===== src/rtl/muldiv_window.sv =====
module muldiv_window (
  input  logic       clk,
  input  logic       rst_n,
  input  logic       wr,
  input  logic [3:0] addr,
  input  logic [7:0] wdata,
  output logic [7:0] rdata
);
  localparam int MUL_STEPS = 16;
  localparam int DIV_STEPS = 32;
  localparam logic [3:0] A_MHI = 4'd5, A_DHI = 4'd7, A_CLR = 4'd14, A_STAT = 4'd15;

  logic [31:0] opa, res, acc;
  logic [15:0] mlt, dvs, rmd, part, opnd;
  logic        busy, is_div;
  logic [5:0]  cnt;

  wire start_mul = wr && addr == A_MHI;
  wire start_div = wr && addr == A_DHI;
  wire clr       = wr && addr == A_CLR;

  wire [16:0] mul_sum  = {1'b0, acc[31:16]} + (acc[0] ? {1'b0, opnd} : 17'd0);
  wire [31:0] mul_next = {mul_sum, acc[15:1]};
  wire [16:0] dv_t     = {part, acc[31]};
  wire        dv_ge    = dv_t >= {1'b0, opnd};
  wire [16:0] dv_sub   = dv_t - {1'b0, opnd};
  wire [15:0] part_nx  = dv_ge ? dv_sub[15:0] : dv_t[15:0];
  wire [31:0] div_next = {acc[30:0], dv_ge};
  wire        last     = cnt == (is_div ? 6'(DIV_STEPS - 1) : 6'(MUL_STEPS - 1));

  always_ff @(posedge clk or negedge rst_n) begin
    if (!rst_n) begin
      opa <= '0; mlt <= '0; dvs <= '0; res <= '0; rmd <= '0;
      acc <= '0; part <= '0; opnd <= '0; busy <= 1'b0; is_div <= 1'b0; cnt <= '0;
    end else begin
      if (busy) begin
        cnt <= cnt + 6'd1;
        if (is_div) begin
          acc  <= div_next;
          part <= part_nx;
        end else begin
          acc  <= mul_next;
        end
        if (last) begin
          busy <= 1'b0;
          res  <= is_div ? div_next : mul_next;
          if (is_div) rmd <= part_nx;
        end
      end
      if (wr) begin
        case (addr)
          4'd0: opa[7:0]   <= wdata;
          4'd1: opa[15:8]  <= wdata;
          4'd2: opa[23:16] <= wdata;
          4'd3: opa[31:24] <= wdata;
          4'd4: mlt[7:0]   <= wdata;
          4'd5: mlt[15:8]  <= wdata;
          4'd6: dvs[7:0]   <= wdata;
          4'd7: dvs[15:8]  <= wdata;
          default: ;
        endcase
      end
      if (start_mul) begin
        busy <= 1'b1; is_div <= 1'b0; cnt <= '0;
        acc  <= {16'h0, wdata, mlt[7:0]};
        opnd <= opa[15:0];
      end else if (start_div) begin
        busy <= 1'b1; is_div <= 1'b1; cnt <= '0;
        acc  <= opa;
        part <= '0;
        opnd <= {wdata, dvs[7:0]};
      end else if (clr) begin
        opa <= '0; mlt <= '0; dvs <= '0; res <= '0; rmd <= '0; busy <= 1'b0;
      end
    end
  end

  always_comb begin
    case (addr)
      4'd0:  rdata = opa[7:0];
      4'd1:  rdata = opa[15:8];
      4'd2:  rdata = opa[23:16];
      4'd3:  rdata = opa[31:24];
      4'd4:  rdata = mlt[7:0];
      4'd5:  rdata = mlt[15:8];
      4'd6:  rdata = dvs[7:0];
      4'd7:  rdata = dvs[15:8];
      4'd8:  rdata = res[7:0];
      4'd9:  rdata = res[15:8];
      4'd10: rdata = res[23:16];
      4'd11: rdata = res[31:24];
      4'd12: rdata = rmd[7:0];
      4'd13: rdata = rmd[15:8];
      A_STAT: rdata = {busy, 7'd0};
      default: rdata = 8'd0;
    endcase
  end

  a_r4_mul_sets_busy: assert property (@(posedge clk) disable iff (!rst_n)
    start_mul |=> busy);
  a_r4_div_sets_busy: assert property (@(posedge clk) disable iff (!rst_n)
    start_div |=> busy);
  a_r4_status_low_bits: assert property (@(posedge clk) disable iff (!rst_n)
    addr == A_STAT |-> rdata[6:0] == 7'd0);
  a_r8_clear_zeroes: assert property (@(posedge clk) disable iff (!rst_n)
    clr |=> (res == 32'd0 && rmd == 16'd0 && opa == 32'd0 && mlt == 16'd0 && dvs == 16'd0 && !busy));
  a_r10_idle_stable: assert property (@(posedge clk) disable iff (!rst_n)
    (!busy && !clr) |=> ($stable(res) && $stable(rmd)));
  a_r5_count_bound: assert property (@(posedge clk) disable iff (!rst_n)
    busy |-> cnt < 6'(DIV_STEPS));
endmodule


===== config.mk =====
export PLATFORM = sky130hd
export DESIGN_NAME = muldiv_window
export DESIGN_NICKNAME = d
export VERILOG_FILES = /design/src/rtl/muldiv_window.sv
export SDC_FILE = /design/constraint.sdc
export NUM_CORES = 1
export LEC_CHECK = 0
export BUFFER_PORTS_ARGS = -buffer_cell sky130_fd_sc_hd__buf_2
export CAP_MARGIN = 40
export CORE_ASPECT_RATIO = 1.75
export CORE_MARGIN = 10
export CORE_UTILIZATION = 50
export CTS_BUF_LIST = sky130_fd_sc_hd__clkbuf_8
export DETAILED_ROUTE_END_ITERATION = 10
export PLACE_DENSITY_LB_ADDON = 0.08
export SETUP_SLACK_MARGIN = 0.4
export SKIP_CTS_REPAIR_TIMING = 1
export SLEW_MARGIN = 25
export SYNTH_ARGS = -nofsm -noshare
export SYNTH_HDL_FRONTEND = slang
export SYNTH_SLANG_ARGS = --single-unit

===== constraint.sdc =====
create_clock -name clk -period 5.3 [get_ports clk]
set_clock_uncertainty 0.15 [all_clocks]
set_input_delay 0.795 -clock clk [delete_from_list [all_inputs] [get_ports clk]]
set_output_delay 0.795 -clock clk [all_outputs]
set_load 0.03 [all_outputs]

## Word-level counts from Yosys, hierarchy flattened

Cells that the tools add are included.

- Word-level logic and storage cells: 92
- ROM bits: 0
- Memories: 0
- Bits in writable memories: 0
- Output and inout port bits: 8
- Register bits after elaboration: 184
- Input bits: 15
- Latch bits: 0

- $mul: 0
- Muxes and demuxes: 55
- Reduce and logical (&&, ||, !) cells: 6
- Divide/modulo/power cells: 0
- Bitwise gates (word level): 0
- Equal/unequal tests: 16
- Order comparisons: 1
- Shift operators: 0
- Add/sub/neg operators: 3

Operators with widths:

| cell | number |
|---|---|
| $mux W32 | 13 |
| $mux W16 | 22 |
| $pmux W8 S15 | 1 |
| $mux W8 | 8 |
| $eq A4 B4 Y1 const B | 8 |
| $mux W6 | 3 |
| $add A16 B16 Y17 | 1 |
| $ge A17 B16 Y1 | 1 |
| $eq A4 B3 Y1 const B | 4 |
| $sub A16 B16 Y16 | 1 |
| $eq A4 B2 Y1 const B | 2 |
| $mux W1 | 7 |
| $add A6 B1 Y6 const B | 1 |
| $eq A6 B5 Y1 | 1 |
| $mux W5 | 1 |
| $eq A4 B1 Y1 const B | 1 |
| $logic_not A4 Y1 | 1 |
| $logic_and A1 B1 Y1 | 3 |
| $reduce_bool A3 Y1 | 1 |
| $reduce_bool A2 Y1 | 1 |

## Logic depth before layout (Yosys ltp)

Gate-level depths: netlist (run 1).

- Depth in word-level cells: 8
- Mapped depth: 11
- Depth with buffers taken out: 11

## Worst setup path before layout (run 1)

No wires, ideal clock.

- Path kind: input to output
- Start: input addr[0]
- End: output rdata[3]
- Stages: 5
- Arrival: 2.873 ns
- Buffers on the path: 2
- Slack: 1.482 ns
- Data required time: 4.355 ns
- Path through: clkbuf_1 nor2b_1 clkbuf_1 a22oi_1 o311ai_0

- Longest elaborated chain between the ends: 2
- Elaborated cells on any way between the ends: 16
- Classes of those cells: 14 x eq/ne; 1 x mux; 1 x reduce/logical

Ends and longest elaborated chain:

| element | line | text |
|---|---|---|
| from (decl) | 5 | `input logic [3:0] addr,` |
| $eq A4 B4 Y1, or another cell as far along | 79 | `case (addr)` |
| $pmux W8 S15 (*) | 79 |  |
| to (decl) | 7 | `output logic [7:0] rdata` |

Mark *: on every way between the ends. The rest lies on a longest branch, timed or not.

## Worst setup path after layout (run 1)

- Start: input addr[1]
- End: output rdata[3]

Same word-level chain as after synthesis.

==> impl_summary.txt, run 1 <==
----------------------------------------------------
[Outcome]
  Outcome ... finished, final reports clean

[Hold path]
  Path class of the lowest-slack min-delay path ... input port to async pin

[Setup path]
  Type of origin of the critical path ... input port
  Crit path from ... addr[1]
  Worst reg2reg path startpoint ... acc[0]
  Nature of the critical path endpoint ... output pin
  Critical path destination ... rdata[3]
  Crit-path max FO ... 21
  Max stage delay cell, worst path ... sky130_fd_sc_hd__nor2_1
  Start-to-end type of the worst setup path ... input port to output pin
  Count of buffer and inverter cells on the critical path ... 3
  Slowest Stage Delay on Critical Path ... 450 ps
  Most repeated library cell on the critical path ... sky130_fd_sc_hd__buf_2
  Critical path data required time ... 4360 ps
  Worst Path Arrival ... 2980 ps
  Number of cells on the worst reg-to-reg path ... 11
  Reg2Reg Capture Point ... acc[31]
  Worst reg-to-reg setup slack ... 1630 ps
  Cell depth of the worst setup path ... 9
  Cell-by-cell listing of the critical path ... buf_2 > inv_1 > nor2_1 > a22o_1 > a31oi_1 > o21ai_0 > a22oi_1 > o311ai_0 > buf_2
  Worst path top cell family by delay ... buffers and inverters

[Synthesis]
  Synth Register Bits ... 184
  Synth top area cells ... sky130_fd_sc_hd__dfrtp_1 42%, sky130_fd_sc_hd__mux2i_1 5.8%, sky130_fd_sc_hd__nor2_1 5.5%
  Synthesis warning total ... 0
  Number of different library cells in the post-synthesis netlist ... 63
  Share of synthesized area spent on multiplexers ... 7.754%
  Mean area per synthesized cell ... 8.671 um^2
  Synthesized-area fraction occupied by xor and xnor cells ... 2.384%
  Simple logic cell fraction of the synthesized area ... 17.08%
  Fraction of registers with async set or reset after synthesis ... 100.0%
  Syn_nets ... 1,321
  Arithmetic-cell share of the synthesized area counting full adders, half adders and majority gates ... 4.110%
  Dominant cell by count in the synthesized netlist ... sky130_fd_sc_hd__dfrtp_1
  Most used flip-flop cell after synthesis ... sky130_fd_sc_hd__dfrtp_1
  Fraction of the mapped netlist area in compound gates ... 22.34%
  EDFF count, synth ... 0
  Combinational family with the most area after synthesis ... compound AO/OA/AOI/OAI gates
  Gate count of the mapped netlist ... 1,271
  Leading area contributor after synthesis ... sky130_fd_sc_hd__dfrtp_1
  Most instantiated cells after synthesis ... 184 x sky130_fd_sc_hd__dfrtp_1, 161 x sky130_fd_sc_hd__nor2_1, 150 x sky130_fd_sc_hd__nand2_1, 118 x sky130_fd_sc_hd__a21oi_1, 84 x sky130_fd_sc_hd__clkbuf_1
  Yosys top cell area share ... 41.78%
  Post-synthesis cell area ... 11,020 um^2
  Sequential area share after synthesis ... 41.78%

[Floorplan]
  Std-Cell Rows ... 71
  Height of the die ... 216.4 um
  Area of the core ... 21,590 um^2
  Horizontal extent of the die ... 132.2 um
  Num ports ... 23
  Area of the die ... 28,610 um^2
  Initial standard-cell utilization of the core ... 51.05%

[Routing]
  Wirelength per Cell ... 26.78 um
  Routed Wire Length ... 41,400 um
  1st-pass router iterations ... 7
  Vias ... 9,835
  Vias per cell ... 6.362
  DRC Markers ... 0
  First DRT Iteration DRCs ... 864
  DRT antenna net count ... 0

[STA]
  Final Max Tran Viols ... 0
  Period Utilization, post-route ... 74.10%
  Peak clock frequency supported by timing ... 254.6 MHz
  Actual slew at the worst max-slew pin ... 891.4 ps
  Number of hold violations in the final report ... 0
  Relative max-transition margin ... 39.95%
  RSZ-0062 raised after global routing ... false
  Final worst path period need ... 3927 ps
  Final hold slack ... 173.3 ps
  Post-route setup TNS ... 0 ps
  Setup-failing EPs final ... 0

[Cells and area]
  Nets ... 1,290
  Fillers ... 2,100
  Fraction of final layout cells with drive strength greater than 1 ... 8.220%
  Area of combinational cells with multiple inputs ... 5952 um^2
  Register Area ... 4604 um^2
  Layout Cell Area excl Fill ... 11,700 um^2
  Layout Area Growth over Synthesis ... 6.188%

[Power and ir drop]
  Share of total power in the clock network ... 13.8%
  Power share of the combinational group ... 49.8%
  Internal power consumption ... 3.624 mW
  Pleak ... 5.203 nW
  Switching power summed over all nets ... 3.076 mW
  Sw frac ... 45.91%
  Sequential group share of total power ... 36.5%
  Power per cell area ... 572.6 nW/um^2
  Max rail drop VDD ... 522.5 uV

[Flow run]
  Max_cap viols ... 0

[Clock network]
  CTS clock-pin slew for the worst setup and hold paths ... 90 ps
  Buffers from clock root to sink, at most ... 2
  H-Tree Level Count ... 4
  CTS Sinks ... 184
  Clock latency at the later pin of the worst-skew pair ... 520 ps
  Clock buffer count from CTS ... 17
  TritonCTS clock tree ... yes
  Buffer cell driving the clock tree root ... sky130_fd_sc_hd__clkbuf_8

[Global routing]
  Initial antenna violation count ... 0
  Residual overflow from global routing ... 0
  Number of global-route vias before repair ... 9,800
  Pin count of the biggest net entering global routing ... 98
  Total routing resource utilization after global routing ... 28.92%
  First-pass GRT wire length ... 62,230 um

[Placed design]
  Placed instance area ... 11,330 um^2
  Final HPWL DP ... 30,210 um
  Routability congestion estimate ... 0.9738
  Port buffer count ... 22

----------------------------------------------------
## layer usage
| metal | GRT usage, % | part of all wire, % | up-vias |
|---|---|---|---|
| met3 | 3.636 | 4.5 | 99 |
| li1 | - | - | 4509 |
| met5 | 0 | 0 | - |
| met1 | 33.54 | 39 | 4887 |
| met4 | 17.71 | 6.4 | 0 |
| met2 | 49.80 | 51 | 340 |
## worst min-delay path by stage
stage	from	end
5_1_grt	rst_n	acc[3]
3_3_place_gp	dvs[8]	dvs[8]
2_1_floorplan	dvs[12]	dvs[12]
6_report	rst_n	acc[3]
3_5_place_dp	dvs[8]	dvs[8]
4_1_cts	rst_n	acc[3]
## power by group through the flow
stage          Sequential, mW  Combinational, mW  Clock, mW
6_report                 2.44               3.34      0.922
3_5_place_dp             2.44               3.31          0
4_1_cts                  2.42               3.33      0.932
2_1_floorplan            2.15               2.58          0
3_3_place_gp             2.45               3.26          0
5_1_grt                  2.47               3.70      0.985
## flip-flops by register name (all words and copies together), names as in the netlist
signal  flops
dvs        16
mlt        16
rmd        16
acc        32
cnt         6
opnd       16
res        32
busy        1
opa        32
is_div      1
part       16
## stage by stage
step / utilization, % / total power [mW] / instances / setup slack, ps
6_report: 54.21 / 6.700 / 1546 / 1373
5_1_grt: 54.20 / 7.159 / 1545 / 1262
4_1_cts: 54.18 / 6.680 / 1544 / 1381
3_5_place_dp: 52.47 / 5.754 / 1512 / 1400
3_3_place_gp: 52.44 / 5.708 / 1512 / 1325
2_1_floorplan: - / 4.723 / 1271 / 1482
## layout make-up
| cell class | instances | share of cell area, % |
|---|---|---|
| inverters | 30 | 0.9623 |
| well taps | 292 | 3.122 |
| multi-input cells | 961 | 50.86 |
| diodes | 1 | 0.02138 |
| clock buffers | 22 | 2.587 |
| clock inverters | 10 | 0.5774 |
| flip-flops and latches | 184 | 39.35 |
| repair buffers | 46 | 2.523 |
## placed cells by master, fill, tap and decap left out, types with 30 or more instances in the layout
cell type                  instances
sky130_fd_sc_hd__a211oi_1         45
sky130_fd_sc_hd__a21oi_1         118
sky130_fd_sc_hd__dfrtp_1         184
sky130_fd_sc_hd__ha_1             33
sky130_fd_sc_hd__inv_1            30
sky130_fd_sc_hd__mux2i_1          64
sky130_fd_sc_hd__nand2_1         150
sky130_fd_sc_hd__nand3_1          53
sky130_fd_sc_hd__nor2_1          158
sky130_fd_sc_hd__o21ai_0          79
## kinds of logic (layout without fill, tap and decap cells)
logic type                 count (synthesis)  after routing
AOI/OAI and AO/OA                        383            383
xor gates and xnor gates                  30             30
adders and majority gates                 35             35
buffers and inverters                    126            108
DFF                                      184            184
muxes                                     78             78
other                                      0              1
and+or+nand+nor                          435            435
## worst register-to-register path, stage by stage (launching register included)
cell and delay [ps]:
sky130_fd_sc_hd__dfrtp_1 740, sky130_fd_sc_hd__and2_1 310, sky130_fd_sc_hd__ha_1 230, sky130_fd_sc_hd__inv_1 70, sky130_fd_sc_hd__fa_1 410, sky130_fd_sc_hd__nor2b_1 270, sky130_fd_sc_hd__o31a_1 230, sky130_fd_sc_hd__o21ai_0 250
sky130_fd_sc_hd__o211a_1 340, sky130_fd_sc_hd__o21ai_0 290, sky130_fd_sc_hd__o211ai_1 140, sky130_fd_sc_hd__a21oi_1 170
No activity file was read; power rests on OpenSTA's default activity.
==> inputs of run 2 (changes only) <==
==> constraint.sdc (replaced) <==
create_clock -name clk -period 3.5 [get_ports clk]
set_clock_uncertainty 0.15 [all_clocks]
set_input_delay 0.525 -clock clk [delete_from_list [all_inputs] [get_ports clk]]
set_output_delay 0.525 -clock clk [all_outputs]
set_load 0.03 [all_outputs]
==> impl_summary.txt, run 2 (synthesis results as in run 1) <==
----------------------------------------------------
[STA]
  Peak clock frequency supported by timing ... 325.8 MHz
  RSZ-0062 raised after global routing ... true
  Post-route setup TNS ... 0 ps
  Period Utilization, post-route ... 87.69%
  Actual slew at the worst max-slew pin ... 876.5 ps
  Final worst path period need ... 3069 ps
  Final hold slack ... 243.3 ps
  Number of hold violations in the final report ... 0
  Relative max-transition margin ... 41.57%
  Final Max Tran Viols ... 0
  Setup-failing EPs final ... 0

[Setup path]
  Number of cells on the worst reg-to-reg path ... 6
  Critical path data required time ... 2820 ps
  Crit-path max FO ... 11
  Reg2Reg Capture Point ... rmd[13]
  Type of origin of the critical path ... input port
  Nature of the critical path endpoint ... output pin
  Worst reg-to-reg setup slack ... 460 ps
  Worst Path Arrival ... 2390 ps
  Worst reg2reg path startpoint ... busy
  Start-to-end type of the worst setup path ... input port to output pin

[Global routing]
  Routing layer with the top usage in global route ... met2
  Total routing resource utilization after global routing ... 30.79%
  Met1 Track Usage GR ... 34.07%
  First-pass GRT wire length ... 66,050 um
  Residual overflow from global routing ... 0
  GR Util met3 ... 5.465%
  Number of global-route vias before repair ... 10.34k
  Initial antenna violation count ... 1
  Met2 usage ... 52.36%
  Pin count of the biggest net entering global routing ... 92

[Power and ir drop]
  Share of total power in the clock network ... 13.0%
  Overall Power ... 10.70 mW
  Switching power summed over all nets ... 4.929 mW
  Internal power consumption ... 5.766 mW
  Pleak ... 5.474 nW
  Max rail drop VDD ... 602.5 uV
  Power per cell area ... 873.8 nW/um^2
  Sw frac ... 46.09%
  Sequential group share of total power ... 34.6%
  Power share of the combinational group ... 52.4%

[Floorplan]
  Num ports ... 23
  Area of the die ... 28,610 um^2
  Area of the core ... 21,590 um^2
  Horizontal extent of the die ... 132.2 um
  Initial standard-cell utilization of the core ... 51.05%
  Height of the die ... 216.4 um
  Std-Cell Rows ... 71

[Clock network]
  Clock latency at the later pin of the worst-skew pair ... 530 ps
  CTS clock-pin slew for the worst setup and hold paths ... 100 ps
  CTS Sinks ... 184
  Buffers from clock root to sink, at most ... 2
  H-Tree Level Count ... 4
  Clock buffer count from CTS ... 17
  Buffer cell driving the clock tree root ... sky130_fd_sc_hd__clkbuf_8
  TritonCTS clock tree ... yes

[Cells and area]
  Largest registers ... acc: 32 flops, opa: 32 flops, res: 32 flops
  Fillers ... 2,053
  Layout Cells excl Fill ... 1,601
  Fraction of final layout cells with drive strength greater than 1 ... 13.69%
  Nets ... 1,347
  Leading cell type in the layout, fill and taps excluded ... sky130_fd_sc_hd__dfrtp_1
  Most used cells in the layout excluding fill and tap cells ... 179 x sky130_fd_sc_hd__dfrtp_1, 156 x sky130_fd_sc_hd__nor2_1, 150 x sky130_fd_sc_hd__nand2_1, 118 x sky130_fd_sc_hd__a21oi_1, 77 x sky130_fd_sc_hd__buf_4
  Layout Area Growth over Synthesis ... 11.07%

[Routing]
  1st-pass router iterations ... 5
  Routed Wire Length ... 44,350 um
  DRT antenna net count ... 0
  First DRT Iteration DRCs ... 1,014
  Vias ... 10.25k
  DRC Markers ... 0
  Wirelength per Cell ... 27.70 um
  Vias per cell ... 6.403

[Placed design]
  Port buffer count ... 22
  Final HPWL DP ... 32,800 um
  Routability congestion estimate ... 1.045
  Cell total after placement ... 1,551

[Hold path]
  Number of cells on the worst hold path ... 3
  Path class of the lowest-slack min-delay path ... input port to register
  WHS Endpoint ... dvs[9]
  Beginning of the worst hold path ... wdata[1]

[Flow run]
  Max_cap viols ... 0

[Outcome]
  Outcome ... finished, final reports clean

----------------------------------------------------
## run 2: layout make-up
class | instances | area (um^2) | area share [%]
multi-input combinational | 961 | 6027 | 49.24
sequential | 184 | 4611 | 37.67
timing repair buffer | 103 | 767.0 | 6.266
tap | 292 | 365.4 | 2.985
clock buffer | 19 | 261.5 | 2.136
inverter | 30 | 116.4 | 0.9506
clock inverter | 11 | 90.09 | 0.7360
antenna | 1 | 2.502 | 0.02044
## run 2: worst max-delay path, stage by stage
cell and delay (ps):
sky130_fd_sc_hd__buf_2 320, sky130_fd_sc_hd__clkinvlp_4 310, sky130_fd_sc_hd__buf_4 220, sky130_fd_sc_hd__nor2_1 170, sky130_fd_sc_hd__a22o_1 190, sky130_fd_sc_hd__a32oi_1 70, sky130_fd_sc_hd__o31ai_1 80, sky130_fd_sc_hd__o21ai_0 130
sky130_fd_sc_hd__nand2_1 160, sky130_fd_sc_hd__buf_2 220
## run 2: worst max path at each step
| stage | depth (start not counted) | startpoint | slack, ps | endpoint |
|---|---|---|---|---|
| finish | 10 | addr[3] | 430 | rdata[0] |
| floorplan | 7 | addr[0] | 580 | rdata[1] |
| detailed placement | 10 | opnd[2] | 200 | part[14] |
| global placement | 10 | opnd[2] | 180 | part[14] |
| global route | 10 | addr[3] | 360 | rdata[1] |
| CTS | 10 | opnd[2] | 170 | part[11] |
## run 2: power by group through the flow
| stage | logic (mW) | clock network (mW) | registers [mW] |
|---|---|---|---|
| after floorplan | 3.90 | 0 | 3.25 |
| after global placement | 5.17 | 0 | 3.70 |
| after detailed placement | 5.21 | 0 | 3.69 |
| after CTS | 5.24 | 1.41 | 3.66 |
| after global routing | 6.15 | 1.49 | 3.74 |
| final | 5.61 | 1.39 | 3.70 |
## run 2: metrics by stage
stage          util [%]  setup slack [ps]  instance area (um^2)
2_1_floorplan         -             577.4                 11020
3_3_place_gp      53.94             184.9                 11640
3_5_place_dp      53.97             201.4                 11650
4_1_cts           55.60             165.3                 12000
5_1_grt           56.69             359.1                 12240
6_report          56.70             430.9                 12240
## run 2: routing by layer
metal  share of wire, %  wire length, um
met4                7.7             3422
met2                 50            22290
met3                5.5             2444
met1                 36            16190
met5                  0                0
